$ cat config.mk
export PLATFORM = sky130hd
export DESIGN_NAME = muldiv_unit
export DESIGN_NICKNAME = d
export VERILOG_FILES = /design/src/rtl/muldiv_pkg.sv /design/src/rtl/muldiv_mac.sv /design/src/rtl/muldiv_div.sv /design/src/rtl/muldiv_unit.sv
export SDC_FILE = /design/constraint.sdc
export NUM_CORES = 2
export LEC_CHECK = 0
export BUFFER_PORTS_ARGS = -buffer_cell sky130_fd_sc_hd__buf_2
export CAP_MARGIN = 15
export CORE_UTILIZATION = 40
export CTS_BUF_LIST = sky130_fd_sc_hd__clkbuf_4 sky130_fd_sc_hd__clkbuf_8
export CTS_CLUSTER_DIAMETER = 200
export DETAILED_ROUTE_END_ITERATION = 8
export RECOVER_POWER = 25
export SLEW_MARGIN = 0
export SYNTH_ARGS = -nofsm -noshare
export SYNTH_HDL_FRONTEND = slang
export SYNTH_SLANG_ARGS = --single-unit
$ cat constraint.sdc
create_clock -name clk_i -period 7.64 [get_ports clk_i]
set_clock_uncertainty 0.1 [all_clocks]
set_input_delay 0.382 -clock clk_i [delete_from_list [all_inputs] [get_ports clk_i]]
set_output_delay 0.382 -clock clk_i [all_outputs]
set_load 0.03 [all_outputs]
$ cat src/rtl/muldiv_pkg.sv
package muldiv_pkg;
  typedef enum logic [2:0] {
    OP_MUL_S = 3'd0,
    OP_MUL_U = 3'd1,
    OP_MAC_S = 3'd2,
    OP_MAC_U = 3'd3,
    OP_DIV_S = 3'd4,
    OP_DIV_U = 3'd5
  } md_op_e;

  function automatic logic op_is_mul(input logic [2:0] op);
    return op[2] == 1'b0;
  endfunction

  function automatic logic op_is_div(input logic [2:0] op);
    return op[2:1] == 2'b10;
  endfunction

  function automatic logic op_signed(input logic [2:0] op);
    return op[0] == 1'b0;
  endfunction
endpackage

$ cat src/rtl/muldiv_mac.sv
module muldiv_mac #(
  parameter int W = 32
) (
  input  logic [W-1:0]   a_i,
  input  logic [W-1:0]   b_i,
  input  logic [2*W-1:0] acc_i,
  input  logic           signed_i,
  input  logic           accum_i,
  output logic [2*W-1:0] res_o
);
  logic [2*W-1:0] xa, xb, prod;

  // extend to 2W; the product modulo 2^2W is exact for both signednesses
  always_comb begin
    xa    = {{W{signed_i & a_i[W-1]}}, a_i};
    xb    = {{W{signed_i & b_i[W-1]}}, b_i};
    prod  = xa * xb;
    res_o = prod + (accum_i ? acc_i : '0);
  end
endmodule

$ cat src/rtl/muldiv_div.sv
module muldiv_div #(
  parameter int W = 32
) (
  input  logic         clk_i,
  input  logic         rst_ni,
  input  logic         load_i,
  input  logic         signed_i,
  input  logic [W-1:0] a_i,
  input  logic [W-1:0] b_i,
  output logic         busy_o,
  output logic         done_o,
  output logic [W-1:0] quo_o,
  output logic [W-1:0] rem_o
);
  localparam int CW = $clog2(W + 1);

  logic [CW-1:0] cnt_q;
  logic [W-1:0]  rem_q, quo_q, dvs_q;
  logic          negq_q, negr_q;

  logic [W:0]    shifted;
  logic [W-1:0]  sub, rem_n, quo_n;
  logic          ge;
  logic [W-1:0]  a_mag, b_mag;

  always_comb begin
    a_mag   = (signed_i && a_i[W-1]) ? -a_i : a_i;
    b_mag   = (signed_i && b_i[W-1]) ? -b_i : b_i;
    shifted = {rem_q, quo_q[W-1]};
    ge      = shifted >= {1'b0, dvs_q};
    sub     = shifted[W-1:0] - dvs_q;
    rem_n   = ge ? sub : shifted[W-1:0];
    quo_n   = {quo_q[W-2:0], ge};
    quo_o   = negq_q ? -quo_n : quo_n;
    rem_o   = negr_q ? -rem_n : rem_n;
    busy_o  = cnt_q != '0;
    done_o  = cnt_q == CW'(1);
  end

  always_ff @(posedge clk_i or negedge rst_ni) begin
    if (!rst_ni) begin
      cnt_q  <= '0;
      rem_q  <= '0;
      quo_q  <= '0;
      dvs_q  <= '0;
      negq_q <= 1'b0;
      negr_q <= 1'b0;
    end else if (load_i) begin
      cnt_q  <= CW'(W);
      rem_q  <= '0;
      quo_q  <= a_mag;
      dvs_q  <= b_mag;
      negq_q <= signed_i && (a_i[W-1] ^ b_i[W-1]);
      negr_q <= signed_i && a_i[W-1];
    end else if (busy_o) begin
      cnt_q  <= cnt_q - CW'(1);
      rem_q  <= rem_n;
      quo_q  <= quo_n;
    end
  end
endmodule

$ cat src/rtl/muldiv_unit.sv
module muldiv_unit
  import muldiv_pkg::*;
#(
  parameter int W = 32
) (
  input  logic         clk_i,
  input  logic         rst_ni,
  input  logic         start_i,
  input  logic [2:0]   op_i,
  input  logic [W-1:0] a_i,
  input  logic [W-1:0] b_i,
  input  logic         hi_we_i,
  input  logic         lo_we_i,
  input  logic [W-1:0] wdata_i,
  output logic [W-1:0] hi_o,
  output logic [W-1:0] lo_o,
  output logic         busy_o
);
  logic [W-1:0]   hi_q, lo_q;
  logic           accept, mul_go, div_go;
  logic           div_busy, div_done;
  logic [W-1:0]   div_quo, div_rem;
  logic [2*W-1:0] mac_res;

  assign accept = start_i && !div_busy;
  assign mul_go = accept && op_is_mul(op_i);
  assign div_go = accept && op_is_div(op_i);

  muldiv_mac #(.W(W)) u_mac (
    .a_i      (a_i),
    .b_i      (b_i),
    .acc_i    ({hi_q, lo_q}),
    .signed_i (op_signed(op_i)),
    .accum_i  (op_i[1]),
    .res_o    (mac_res)
  );

  muldiv_div #(.W(W)) u_div (
    .clk_i    (clk_i),
    .rst_ni   (rst_ni),
    .load_i   (div_go),
    .signed_i (op_signed(op_i)),
    .a_i      (a_i),
    .b_i      (b_i),
    .busy_o   (div_busy),
    .done_o   (div_done),
    .quo_o    (div_quo),
    .rem_o    (div_rem)
  );

  always_ff @(posedge clk_i or negedge rst_ni) begin
    if (!rst_ni) begin
      hi_q <= '0;
      lo_q <= '0;
    end else if (mul_go) begin
      {hi_q, lo_q} <= mac_res;
    end else if (div_done) begin
      hi_q <= div_rem;
      lo_q <= div_quo;
    end else if (!div_busy && !start_i) begin
      if (hi_we_i) hi_q <= wdata_i;
      if (lo_we_i) lo_q <= wdata_i;
    end
  end

  assign hi_o   = hi_q;
  assign lo_o   = lo_q;
  assign busy_o = div_busy;
endmodule

==> summary.md <==
| Metric | Value |
|---|---|
| Status | `complete, but fails checks` |
| Failing checks | `max-capacitance violations, max-slew violations` |
| Synth cell types | `95` |
| Clock latency on the worst-skew pair | `0.56 ns` |
| Worst setup path end | `hi_o[23]` |
| Slew Viols, Final | `55` |
| CP Class | `in -> reg` |
| Remaining DRCs | `0` |
| Die Ht | `around 370 um` |
| Worst Hold Class | `in -> reg` |
| Worst Tran Pin Value | `3.484 ns` |
| Critical Path RT | `about 8 ns` |
| Synth area leader | `fa_1` |
| #FFs+latches synth | `approximately 170` |
| Number of buffers created by CTS | `17` |
| Cell mode on critical path | `fa_1` |
| Remaining Overflow, GRT | `0` |
| Unrepaired setup endpoints after global routing | `true` |
| Die area | `between 100000 and 150000 um^2` |
| First-pass GRT wire length | `between 200 and 300 mm` |
| I/O Buffers | `about 170` |
| DPL Wire Length | `roughly 150 mm` |
| GRT Total Usage | `a little over a quarter` |
| R2R setup slack | `0.26 ns` |
| Max frequency | `131.2 MHz` |
| Initial antenna violation count | `19` |
| Final setup vio count | `0` |
| Iter 0 DRT Violations | `approximately 3400` |
| Top_reg_cell synth | `dfrtp_1` |
| WP buf/inv | `9` |
| Pre-Repair DR Iteration Count | `6` |
| Vias | `43400` |
| Most common library cells after synthesis | `1301 x inv_1, 1224 x fa_1, 938 x nand2_1` |
| Vias per inst | `5.246` |
| Most frequent cell after synthesis | `inv_1` |
| Area post-placement | `59690 um^2` |
| Critical path startpoint category | `input port` |
| I/O pins | `169` |
| H-tree lvl count | `4` |
| Synth-to-layout area growth | `14.43%` |
| Worst slack at placement | `-0.7257 ns` |
| Critical path depth in cells | `31` |
| Yosys Warn Count | `0` |
| WL final | `180.5 mm` |
| Min setup slack post-route | `0.01744 ns` |
| Setup TNS | `0 ns` |
| Critical Path Fanout Max | `5` |
| Critical R2R Capture | `hi_o[30]` |
| Core ar. | `133500 um^2` |
| Synth area leaders | `fa_1 46%, inv_1 9.1%, dfrtp_1 7.8%, nand2_1 6.5%, ha_1 6.2%` |
| Origin of the worst setup path | `a_i[31]` |
| Clk buf depth | `2` |
| Data arrival time of the worst path | `7.96 ns` |
| Gate Count Post-Synth | `6146` |
| Final period utilization | `99.77%` |
| Clock Tree Root | `clkbuf_8` |
| Post-placement cell count | `between 8000 and 9000` |
| Net count, final | `8080` |
| TritonCTS clock tree | `done` |
| CTS Sinks | `168` |
| CP max stage cell | `fa_2` |
| Synth top area share | `45.54%` |
| Hold Fails Final Rpt | `0` |
| Worst R2R Path Depth | `26` |
| Placer Congestion | `0.9617` |
| Vias in the first global route | `45980` |
| Worst path max stage delay | `0.60 ns` |
| Row count | `134` |
| Syn_nets | `7741` |
| Starting density of the core | `40.32%` |
| Antenna Nets Post-Route | `0` |
| Crit-path leading delay family | `adder cells` |
| Seq/Total Area, Yosys | `about 8%` |
| Worst-path clk slew | `0.11 ns` |
| Layout cell share with drive strength beyond 1 | `13.21%` |
| Routed wire per std cell | `21.82 um` |
| Crit path time final | `7.623 ns` |
| Max cap viols | `1` |
| Worst r2r src | `lo_o[19]` |
| Largest net degree at the start of global routing | `between 80 and 90` |
| Fin area | `61570 um^2` |
| Post-synth EDFFs | `0` |
| Avg Inst Size Synth | `a little under 9 um^2` |
| Synth Cell Area | `53810 um^2` |
| Crit end category | `flop` |
| Post-Layout Cell Count | `8272` |
| Share of synthesized flip-flops with an asynchronous set or reset | `100.0%` |
| Worst slew margin | `-132.3%` |
| DIE WIDTH | `368.8 um` |
-- routing by layer --
metal	up-vias	share of wire, %	track usage (%)
met3	247	8.5	5.049
met4	18	3.4	8.155
met5	-	0.062	0
met1	22400	42	36.88
met2	1571	46	42.15
li1	19160	-	-
-- worst min path at each step --
| stage | startpoint | to | slack, ns | depth (start not counted) |
|---|---|---|---|---|
| after floorplan | rst_ni | hi_o[0] | -0.01 | 0 |
| after global placement | rst_ni | u_div.rem_q[24] | 0.31 | 1 |
| after detailed placement | rst_ni | u_div.rem_q[24] | 0.31 | 1 |
| after CTS | wdata_i[1] | hi_o[1] | 0.13 | 3 |
| after global routing | a_i[22] | u_div.quo_q[22] | 0.1 | 4 |
| final | a_i[22] | u_div.quo_q[22] | 0.12 | 4 |
-- worst min-delay path: stages --
cell and delay (ns):
buf_6 0.14, xor2_1 0.08, nor2_1 0.08, a31oi_1 0.05
-- registers in the layout, indices dropped and copies added (netlist names) --
name,cells
u_div.rem_q,32
u_div.dvs_q,32
hi_o,32
u_div.cnt_q,6
u_div.negq_q,1
lo_o,32
u_div.quo_q,32
u_div.negr_q,1
-- metrics by stage --
stage | util (%) | hold slack [ns]
3_5_place_dp | 44.72 | 0.3111
6_report | 46.14 | 0.1215
3_3_place_gp | 44.72 | 0.3090
5_1_grt | 46.13 | 0.09790
4_1_cts | 45.10 | 0.1327
2_1_floorplan | - | -0.01359
-- kinds of logic after synthesis --
group | Yosys count | share of synthesized area [%]
buf+inv | 1669 | 11.70
simple gates | 1815 | 15.91
xor+xnor | 207 | 3.369
compound gates | 758 | 8.748
mux | 38 | 0.7185
flops | 168 | 7.813
fa+ha+maj | 1491 | 51.75
-- layout make-up --
cell class                 count  area [um^2]
clock buffer                  17        234.0
inverter                    1303         4907
multi-input combinational   4309        43980
sequential                   168         4204
clock inverter                14        140.1
antenna                        7        17.52
timing repair buffer         686         5882
fill                       13070        71880
tap                         1768         2212
-- repair_timing --
item                       in CTS  in global routing
pin swaps                       6                 69
setup endpoints to repair      13                 25
setup buffers                   4                 39
cloned                          0                 15
gates resized for setup        25                247
hold buffers                    1                  0
hold endpoints to repair       52                  0
-- layout by cell type, fill, tap and decap left out, types with 33 or more instances in the layout --
cell      Yosys  layout
o21ai_0     179     168
a21o_1       44      44
a21oi_1     248     242
buf_6         0      44
xor2_1       87      86
buf_12        0      45
clkbuf_1    290      43
and2_1      443     437
nor3_1       48      46
fa_1       1224    1196
a31oi_1      54      47
buf_4         3     439
inv_1      1301    1272
nor2_1      202     198
xnor2_1     120     119
dfrtp_1     168     168
buf_2        11      76
mux2i_1      33      33
ha_1        267     249
nand2_1     938     929
Power is not shown: default switching activity piles up to over one toggle a cycle in this logic, so the estimate is an artifact.
